### src/rtl/irqen_pkg.sv
package irqen_pkg;

  // Byte address of alias word g counted from a base address.
  function automatic int unsigned alias_addr(input int unsigned base, input int unsigned g);
    return base + 4 * g;
  endfunction

endpackage

### src/rtl/irqen_decode.sv
module irqen_decode #(
  parameter int ADDR_W   = 12,
  parameter int NGROUP   = 2,
  parameter int SET_BASE = 'h100,
  parameter int CLR_BASE = 'h180
) (
  input  logic [ADDR_W-1:0] addr,
  output logic [NGROUP-1:0] set_sel,
  output logic [NGROUP-1:0] clr_sel
);
  import irqen_pkg::*;

  // One exact-match comparator per alias word.
  for (genvar g = 0; g < NGROUP; g++) begin : g_alias
    localparam logic [ADDR_W-1:0] SetA = ADDR_W'(alias_addr(SET_BASE, g));
    localparam logic [ADDR_W-1:0] ClrA = ADDR_W'(alias_addr(CLR_BASE, g));
    assign set_sel[g] = (addr == SetA);
    assign clr_sel[g] = (addr == ClrA);
  end

endmodule

### src/rtl/irqen_group.sv
module irqen_group #(
  parameter int W = 32
) (
  input  logic         clk,
  input  logic         rst,
  input  logic         set_we,
  input  logic         clr_we,
  input  logic [W-1:0] wdata,
  output logic [W-1:0] en
);
  logic [W-1:0] set_mask;
  logic [W-1:0] clr_mask;

  assign set_mask = set_we ? wdata : '0;
  assign clr_mask = clr_we ? wdata : '0;

  always_ff @(posedge clk) begin
    if (rst) en <= '0;
    else     en <= (en | set_mask) & ~clr_mask;
  end

endmodule

### src/rtl/irqen_resp.sv
module irqen_resp #(
  parameter int W      = 32,
  parameter int NGROUP = 2
) (
  input  logic                clk,
  input  logic                rst,
  input  logic                rd_ok,
  input  logic [NGROUP-1:0]   rd_sel,
  input  logic [NGROUP*W-1:0] en_flat,
  input  logic                err_req,
  output logic [W-1:0]        rdata,
  output logic                err
);
  logic [W-1:0] pick;

  always_comb begin
    pick = '0;
    for (int g = 0; g < NGROUP; g++)
      if (rd_sel[g]) pick = pick | en_flat[g*W +: W];
  end

  always_ff @(posedge clk) begin
    if (rst) begin
      rdata <= '0;
      err   <= 1'b0;
    end else begin
      rdata <= rd_ok ? pick : '0;
      err   <= err_req;
    end
  end

endmodule

### src/rtl/irqen_bank.sv
module irqen_bank #(
  parameter int ADDR_W    = 12,
  parameter int DATA_W    = 32,
  parameter int NUM_LINES = 64,
  parameter int SET_BASE  = 'h100,
  parameter int CLR_BASE  = 'h180
) (
  input  logic                 clk,
  input  logic                 rst,
  input  logic [ADDR_W-1:0]    bus_addr,
  input  logic [DATA_W-1:0]    bus_wdata,
  input  logic                 bus_wr,
  input  logic                 bus_rd,
  input  logic                 bus_priv,
  output logic [DATA_W-1:0]    bus_rdata,
  output logic                 bus_err,
  output logic [NUM_LINES-1:0] irq_en
);
  localparam int NGROUP = NUM_LINES / DATA_W;

  logic [NGROUP-1:0] set_sel;
  logic [NGROUP-1:0] clr_sel;
  logic [NGROUP-1:0] any_sel;
  logic              alias_hit;
  logic              wr_ok;
  logic              rd_ok;
  logic              err_req;

  irqen_decode #(
    .ADDR_W(ADDR_W), .NGROUP(NGROUP), .SET_BASE(SET_BASE), .CLR_BASE(CLR_BASE)
  ) u_decode (
    .addr(bus_addr), .set_sel(set_sel), .clr_sel(clr_sel)
  );

  assign any_sel   = set_sel | clr_sel;
  assign alias_hit = |any_sel;
  assign wr_ok     = bus_wr & bus_priv;
  assign rd_ok     = bus_rd & bus_priv & alias_hit;
  assign err_req   = alias_hit & (bus_rd | bus_wr) & ~bus_priv;

  for (genvar g = 0; g < NGROUP; g++) begin : g_grp
    irqen_group #(.W(DATA_W)) u_group (
      .clk(clk), .rst(rst),
      .set_we(wr_ok & set_sel[g]),
      .clr_we(wr_ok & clr_sel[g]),
      .wdata(bus_wdata),
      .en(irq_en[g*DATA_W +: DATA_W])
    );
  end

  irqen_resp #(.W(DATA_W), .NGROUP(NGROUP)) u_resp (
    .clk(clk), .rst(rst),
    .rd_ok(rd_ok), .rd_sel(any_sel), .en_flat(irq_en),
    .err_req(err_req), .rdata(bus_rdata), .err(bus_err)
  );

endmodule

### config.mk
export PLATFORM = sky130hd
export DESIGN_NAME = irqen_bank
export DESIGN_NICKNAME = d
export VERILOG_FILES = /design/src/rtl/irqen_pkg.sv /design/src/rtl/irqen_decode.sv /design/src/rtl/irqen_group.sv /design/src/rtl/irqen_resp.sv /design/src/rtl/irqen_bank.sv
export SDC_FILE = /design/constraint.sdc
export NUM_CORES = 1
export LEC_CHECK = 0
export BUFFER_PORTS_ARGS = -buffer_cell sky130_fd_sc_hd__buf_2
export CORE_ASPECT_RATIO = 0.6
export CORE_MARGIN = 4
export CORE_UTILIZATION = 35
export DETAILED_ROUTE_END_ITERATION = 10
export PLACE_DENSITY = 0.7
export SYNTH_ARGS = -nofsm -noshare
export SYNTH_HDL_FRONTEND = slang
export SYNTH_SLANG_ARGS = --single-unit
### constraint.sdc
create_clock -name clk -period 4.25 [get_ports clk]
set_input_delay 1.0625 -clock clk [delete_from_list [all_inputs] [get_ports clk]]
set_output_delay 1.0625 -clock clk [all_outputs]
set_load 0.03 [all_outputs]
==> out/results.ini, run 1 <==
[clock_tree]
cts-root-buf=clkbuf_16
h-tree-depth=3
cts_tree=built
ctsHoldBuffers=0
clk_path_buf_depth=2
clock_latency_ns=0.34
cts_resized=0
post_cts_buffers=0
cts_buffers=9
clkSlewWorstSetupHoldPaths_ns=0.07
cts_num_sinks=97

[floorplan]
die_area_sq_um=14000
die_w_um=150
core-area_sq_um=11600
rows=30
ioPinCount=146
start_util=0.365
die_y_um=93.1

[global_routing]
grt_antenna_before_repair=0
grt_max_degree=65
grt.total_usage=0.191
grt_pass1_vias=4097
grt_pass1_wl_um=21400
grt_overflow=0

[routing]
drt_iter0_drc=285
drt-total-wl_um=13700
wl_per_cell_um=20.3
ant_nets=0
post-route-drc-count=0
drtPass1Iterations=5
viasPerCell=6.08
vias=4111

[sta]
finalSetupTns_ns=0
worst_pin_slew_ns=1.15
slew_headroom=0.233
hold_viol_final=0
fin_hold_ws_ns=0.501
drv_slew=0
rsz0062_at_grt=false
fin_skew_ns=0.00677
fin_crit_ns=3.01
clock.fmax_mhz=332
finalSetupViolations=0
period_share=0.709

[synthesis]
syn-num-nets=445
synth_top_area_cell=dfxtp_1
ys_seq_area_frac=0.460
syn_area_sq_um=4230
avgSynthCellArea_sq_um=10.7
synth-seq-cells=97
synth_area_leaders=dfxtp_1 (46%), a311oi_1 (12%), a41oi_1 (12%)
synth.top_cell.area_share=0.460
synth_cell_types=22
synth_cells=396
yosysWarnings=0

[finish]
fillers=1160
drive_above_1_share=0.353
final_nets=560
synthToLayoutAreaGrowth_pct=23.3
num_antenna_cells=0

[outcome]
status=complete, no violations

[placement]
portBuffers=145
gp_congestion=0.733
hpwlAfterDp_um=9040

[pwr]
powerDensity_nw_per_um2=348
peakVddDrop_uv=176
leakage_nw=2.17

[setup_path]
cp-end-kind=register
cp_max_fo=60
start_kind=primary input
slowest_delay_ns=1.03
crit_chain=buf_2 -> nor4b_4 -> buf_4 -> and3_2 -> a311oi_1
worstPathRequired_ns=4.41
crit_slowest_cell=and3_2
arrival_ns=3.18
critPathKind=in -> reg
worst-r2r-setup-slack_ns=3.40

[run]
max_cap_violations=0

[worst_hold_path]
hold_path_class=reg -> reg

layer usage:
layer,wire (um),GRT usage,part of all wire
met2,5990,0.289,0.44
met5,0,0,0
met1,6180,0.257,0.45
met3,1320,0.0576,0.096
met4,211,0.0715,0.015
sequential cells by signal, summed over array words and instances (netlist names):
register	cells
g_grp.u_group.en	64
u_resp.err	1
u_resp.rdata	32
worst max-delay path, delay by kind of cell:
family | cells | cell delay (ns)
buffers and inverters | 2 | 0.51
AOI/OAI and AO/OA | 1 | 0.24
and+or+nand+nor | 2 | 1.31
layout by cell type (no fill, tap or decap):
cell | Yosys | layout
nand3_1 | 1 | 1
nor4b_4 | 2 | 2
a221oi_2 | 2 | 2
inv_1 | 4 | 4
clkbuf_8 | 0 | 1
nand4_1 | 5 | 5
and4_1 | 3 | 3
and3_2 | 0 | 1
buf_2 | 26 | 145
clkinv_4 | 0 | 1
nor4_4 | 2 | 2
and2_1 | 1 | 1
a221oi_1 | 2 | 2
and3_1 | 33 | 32
and4b_1 | 1 | 1
clkbuf_16 | 0 | 9
mux2i_1 | 32 | 32
a41oi_1 | 60 | 60
inv_6 | 0 | 3
buf_4 | 5 | 14
dfxtp_1 | 97 | 97
a311oi_1 | 60 | 60
clkinvlp_4 | 0 | 2
nor3_1 | 2 | 2
nor2_1 | 34 | 34
kinds of logic (layout without fill, tap and decap cells):
family          after synthesis  count (layout)  synth area share
simple gates                 84              84             0.121
compound gates              124             124             0.260
buf+inv                      59             179            0.0832
flops                        97              97             0.460
mux                          32              32            0.0758
cell type report:
type	instances	area [sq um]	area share
flip-flops and latches	97	1940	0.373
multi-input cells	240	1930	0.371
well taps	160	200	0.0384
clock inverters	6	50.0	0.00961
clock buffers	10	239	0.0459
repair buffers	159	831	0.159
inverters	4	15.0	0.00288
per-stage QoR:
stage          utilization  total power [mW]  instance area [sq um]  instances  setup slack (ns)
5_1_grt              0.451              1.88                   5210        676              1.07
3_3_place_gp         0.426              1.04                   4920        660             0.916
6_report             0.451              1.81                   5210        676              1.24
2_1_floorplan            -             0.992                   4230        396              2.09
3_5_place_dp         0.426              1.04                   4920        660             0.897
4_1_cts              0.451              1.83                   5210        676              1.25
synth_stat cells:
cell and instances:
a221oi_2 2, and2_1 1, nor2_1 34, and4b_1 1
nand4_1 5, and3_1 33, dfxtp_1 97, buf_6 10
nand3_1 1, and4_1 3, buf_4 5, a311oi_1 60
nor3_1 2, nor4b_4 2, clkbuf_1 13, clkbuf_4 1
a221oi_1 2, nor4_4 2, inv_1 4, mux2i_1 32
a41oi_1 60, buf_2 26
power by group:
group	switching (mW)	internal, mW	leakage, nW
Clock	0.373	0.421	0.136
Sequential	0.0000296	0.908	0.781
Combinational	0.0759	0.0373	1.25
worst paths after layout:
check | cells past startpoint | from | end
setup / recovery | 5 | bus_addr[9] | g_grp[1].u_group.en[29]
hold / removal | 2 | g_grp[0].u_group.en[20] | g_grp[0].u_group.en[20]
setup reg to reg | 2 | g_grp[1].u_group.en[16] | g_grp[1].u_group.en[16]
hold reg to reg | 2 | g_grp[0].u_group.en[20] | g_grp[0].u_group.en[20]
No activity file was read; power rests on OpenSTA's default activity.
==> run 2, diff against run 1 <==
--- a/config.mk
+++ b/config.mk
@@ -5,12 +5,13 @@
 export SDC_FILE = /design/constraint.sdc
 export NUM_CORES = 1
 export LEC_CHECK = 0
+export ABC_AREA = 1
 export BUFFER_PORTS_ARGS = -buffer_cell sky130_fd_sc_hd__buf_2
 export CORE_ASPECT_RATIO = 0.6
 export CORE_MARGIN = 4
 export CORE_UTILIZATION = 35
 export DETAILED_ROUTE_END_ITERATION = 10
-export PLACE_DENSITY = 0.7
+export PLACE_DENSITY = 0.71
 export SYNTH_ARGS = -nofsm -noshare
 export SYNTH_HDL_FRONTEND = slang
 export SYNTH_SLANG_ARGS = --single-unit
==> constraint.sdc (replaced) <==
create_clock -name clk -period 2.4 [get_ports clk]
set_input_delay 0.6 -clock clk [delete_from_list [all_inputs] [get_ports clk]]
set_output_delay 0.6 -clock clk [all_outputs]
set_load 0.03 [all_outputs]
==> run 2 against run 1 <==
  * Setup slack worse by 0.48 ns
  * Final area rose by 18%
  * Largest power group unchanged
  * Register-to-register slack got worse by 1.7 ns
  * Critical endpoint is now g_grp[1].u_group.en[14]
==> out/results.ini, run 2 <==
[outcome]
status=complete, no violations

[finish]
stdcell_count=1090
num_antenna_cells=0
regMostFlops=g_grp.u_group.en
fillers=1471
layout_commonest_cell=nand2_1
largest_reg_flops=64
synthToLayoutAreaGrowth_pct=23.3
final_cell_mix=nand2_1 (203), inv_1 (169), buf_2 (145)
seq_area_sq_um=1940
post-route-cell-area_sq_um=6140
final_util=0.445
drive_above_1_share=0.210
final_nets=942
reg.largest.list=g_grp.u_group.en (64), u_resp.rdata (32), u_resp.err (1)
multiInputGateArea_sq_um=2100

[synthesis]
avgSynthCellArea_sq_um=6.47
ys_seq_area_frac=0.390
synth.top_cell.area_share=0.390
synth_edf_count=0
synth_area_leaders=dfxtp_1 (39%), nand2_1 (15%), inv_1 (13%)
synth-seq-cells=97
yosys-top-cells-count=nand2_1 (203), inv_1 (170), nor2_1 (103), dfxtp_1 (97), nand4_1 (96)
syn-num-nets=819
synth_cell_types=21
syn_area_sq_um=4980
synth_top_area_cell=dfxtp_1
synth_cells=770
synth_flop_cell=dfxtp_1
yosysWarnings=0
yosysMostFrequentCell=nand2_1
synthArstFlopShare=0

[routing]
viasPerCell=4.54
vias=4951
drtPass1Iterations=5
wl_per_cell_um=12.6
post-route-drc-count=0
drt_iter0_drc=329
ant_nets=0
drt-total-wl_um=13800

[pwr]
powerDensity_nw_per_um2=549
leakage_nw=3.11
power_mw=3.37
peakVddDrop_uv=319

[clock_tree]
cts-root-buf=clkbuf_16
clkSlewWorstSetupHoldPaths_ns=0.07
clk_path_buf_depth=2
cts_resized=0
cts_num_sinks=97
ctsHoldBuffers=0
cts_tree=built
h-tree-depth=3
clock_latency_ns=0.34
post_cts_buffers=0
cts_buffers=9

[setup_path]
arrival_ns=1.92
crit_slowest_cell=inv_2
crit_chain=buf_2 -> inv_1 -> nand2_1 -> nor2_4 -> nand2_1 -> inv_2 -> buf_12 -> nand4_1 -> nand2_1 -> inv_1 -> nor2_1
critPathKind=in -> reg
cp_max_fo=18
path_buf_inv=5
worstPathRequired_ns=2.68
crit_start=bus_addr[10]
rr_startpoint=g_grp[0].u_group.en[9]
start_kind=primary input
cp-end-kind=register
slowest_delay_ns=0.26
path_delay_family=simple AND/OR/NAND/NOR gates
cpMostUsedCell=nand2_1

[sta]
worst_pin_slew_ns=0.626
drv_slew=0
fin_skew_ns=0.00497
fin_crit_ns=1.65
fin_hold_ws_ns=0.457
period_share=0.687
rsz0062_at_grt=false
hold_viol_final=0
setup_slack_ns=0.752
slew_headroom=0.583
clock.fmax_mhz=607
finalSetupTns_ns=0
finalSetupViolations=0

[global_routing]
grt_max_degree=65
grt_antenna_before_repair=0
grt_pass1_vias=4205
grt.total_usage=0.167
grt_overflow=0
grt_pass1_wl_um=22000

[run]
max_cap_violations=0

[floorplan]
core-area_sq_um=13800
ioPinCount=146
die_area_sq_um=16300
start_util=0.361
die_w_um=162
die_y_um=100
rows=33

[placement]
portBuffers=145
dp_cells=1074
hpwlAfterDp_um=9550
gp_congestion=0.769
pre_cts_ws_ns=0.372
place_area_sq_um=5810

[worst_hold_path]
hold_path_class=in -> reg
min_from=bus_priv

==> run 2: path summary, 6_finish.rpt <==
path                            slack (ns)                      end  cells past startpoint
worst max-delay path                  0.75  g_grp[1].u_group.en[14]                     11
worst max register to register        1.71          u_resp.rdata[9]                      4
worst min register to register        0.53  g_grp[1].u_group.en[18]                      4
worst min-delay path                  0.46               u_resp.err                      2
==> run 2: power by group <==
group	internal (mW)	switching (mW)	total [mW]
clock	0.923	0.655	1.58
sequential	1.61	0.0000467	1.61
combinational	0.0566	0.127	0.183
==> run 2: kinds of logic (layout without fill, tap and decap cells) <==
family	Yosys count	count (layout)	synth area share
and+or+nand+nor	417	417	0.369
AOI/OAI and AO/OA	34	34	0.0523
buffers and inverters	222	350	0.188
DFF	97	97	0.390
==> run 2: worst reg2reg max path, delay by kind of cell (launching register included) <==
kind | cells | cell delay, ns
DFF | 1 | 0.38
and+or+nand+nor | 3 | 0.23
buffers and inverters | 1 | 0.04
==> run 2: cell type report <==
| class | instances | share of cell area |
|---|---|---|
| Tap cell | 192 | 0.0391 |
| Timing Repair Buffer | 159 | 0.141 |
| Clock buffer | 9 | 0.0367 |
| Clock inverter | 7 | 0.0165 |
| Multi-Input combinational cell | 451 | 0.343 |
| Inverter | 175 | 0.107 |
| Sequential cell | 97 | 0.316 |
==> run 2: metal layers <==
layer  GRT usage  vias to the layer above  wire, um
met5           0                        -         0
met4      0.0305                        0        92
met3      0.0529                        8      1120
met2       0.245                      176      5530
met1       0.242                     2164      7040
li1            -                     2603         -
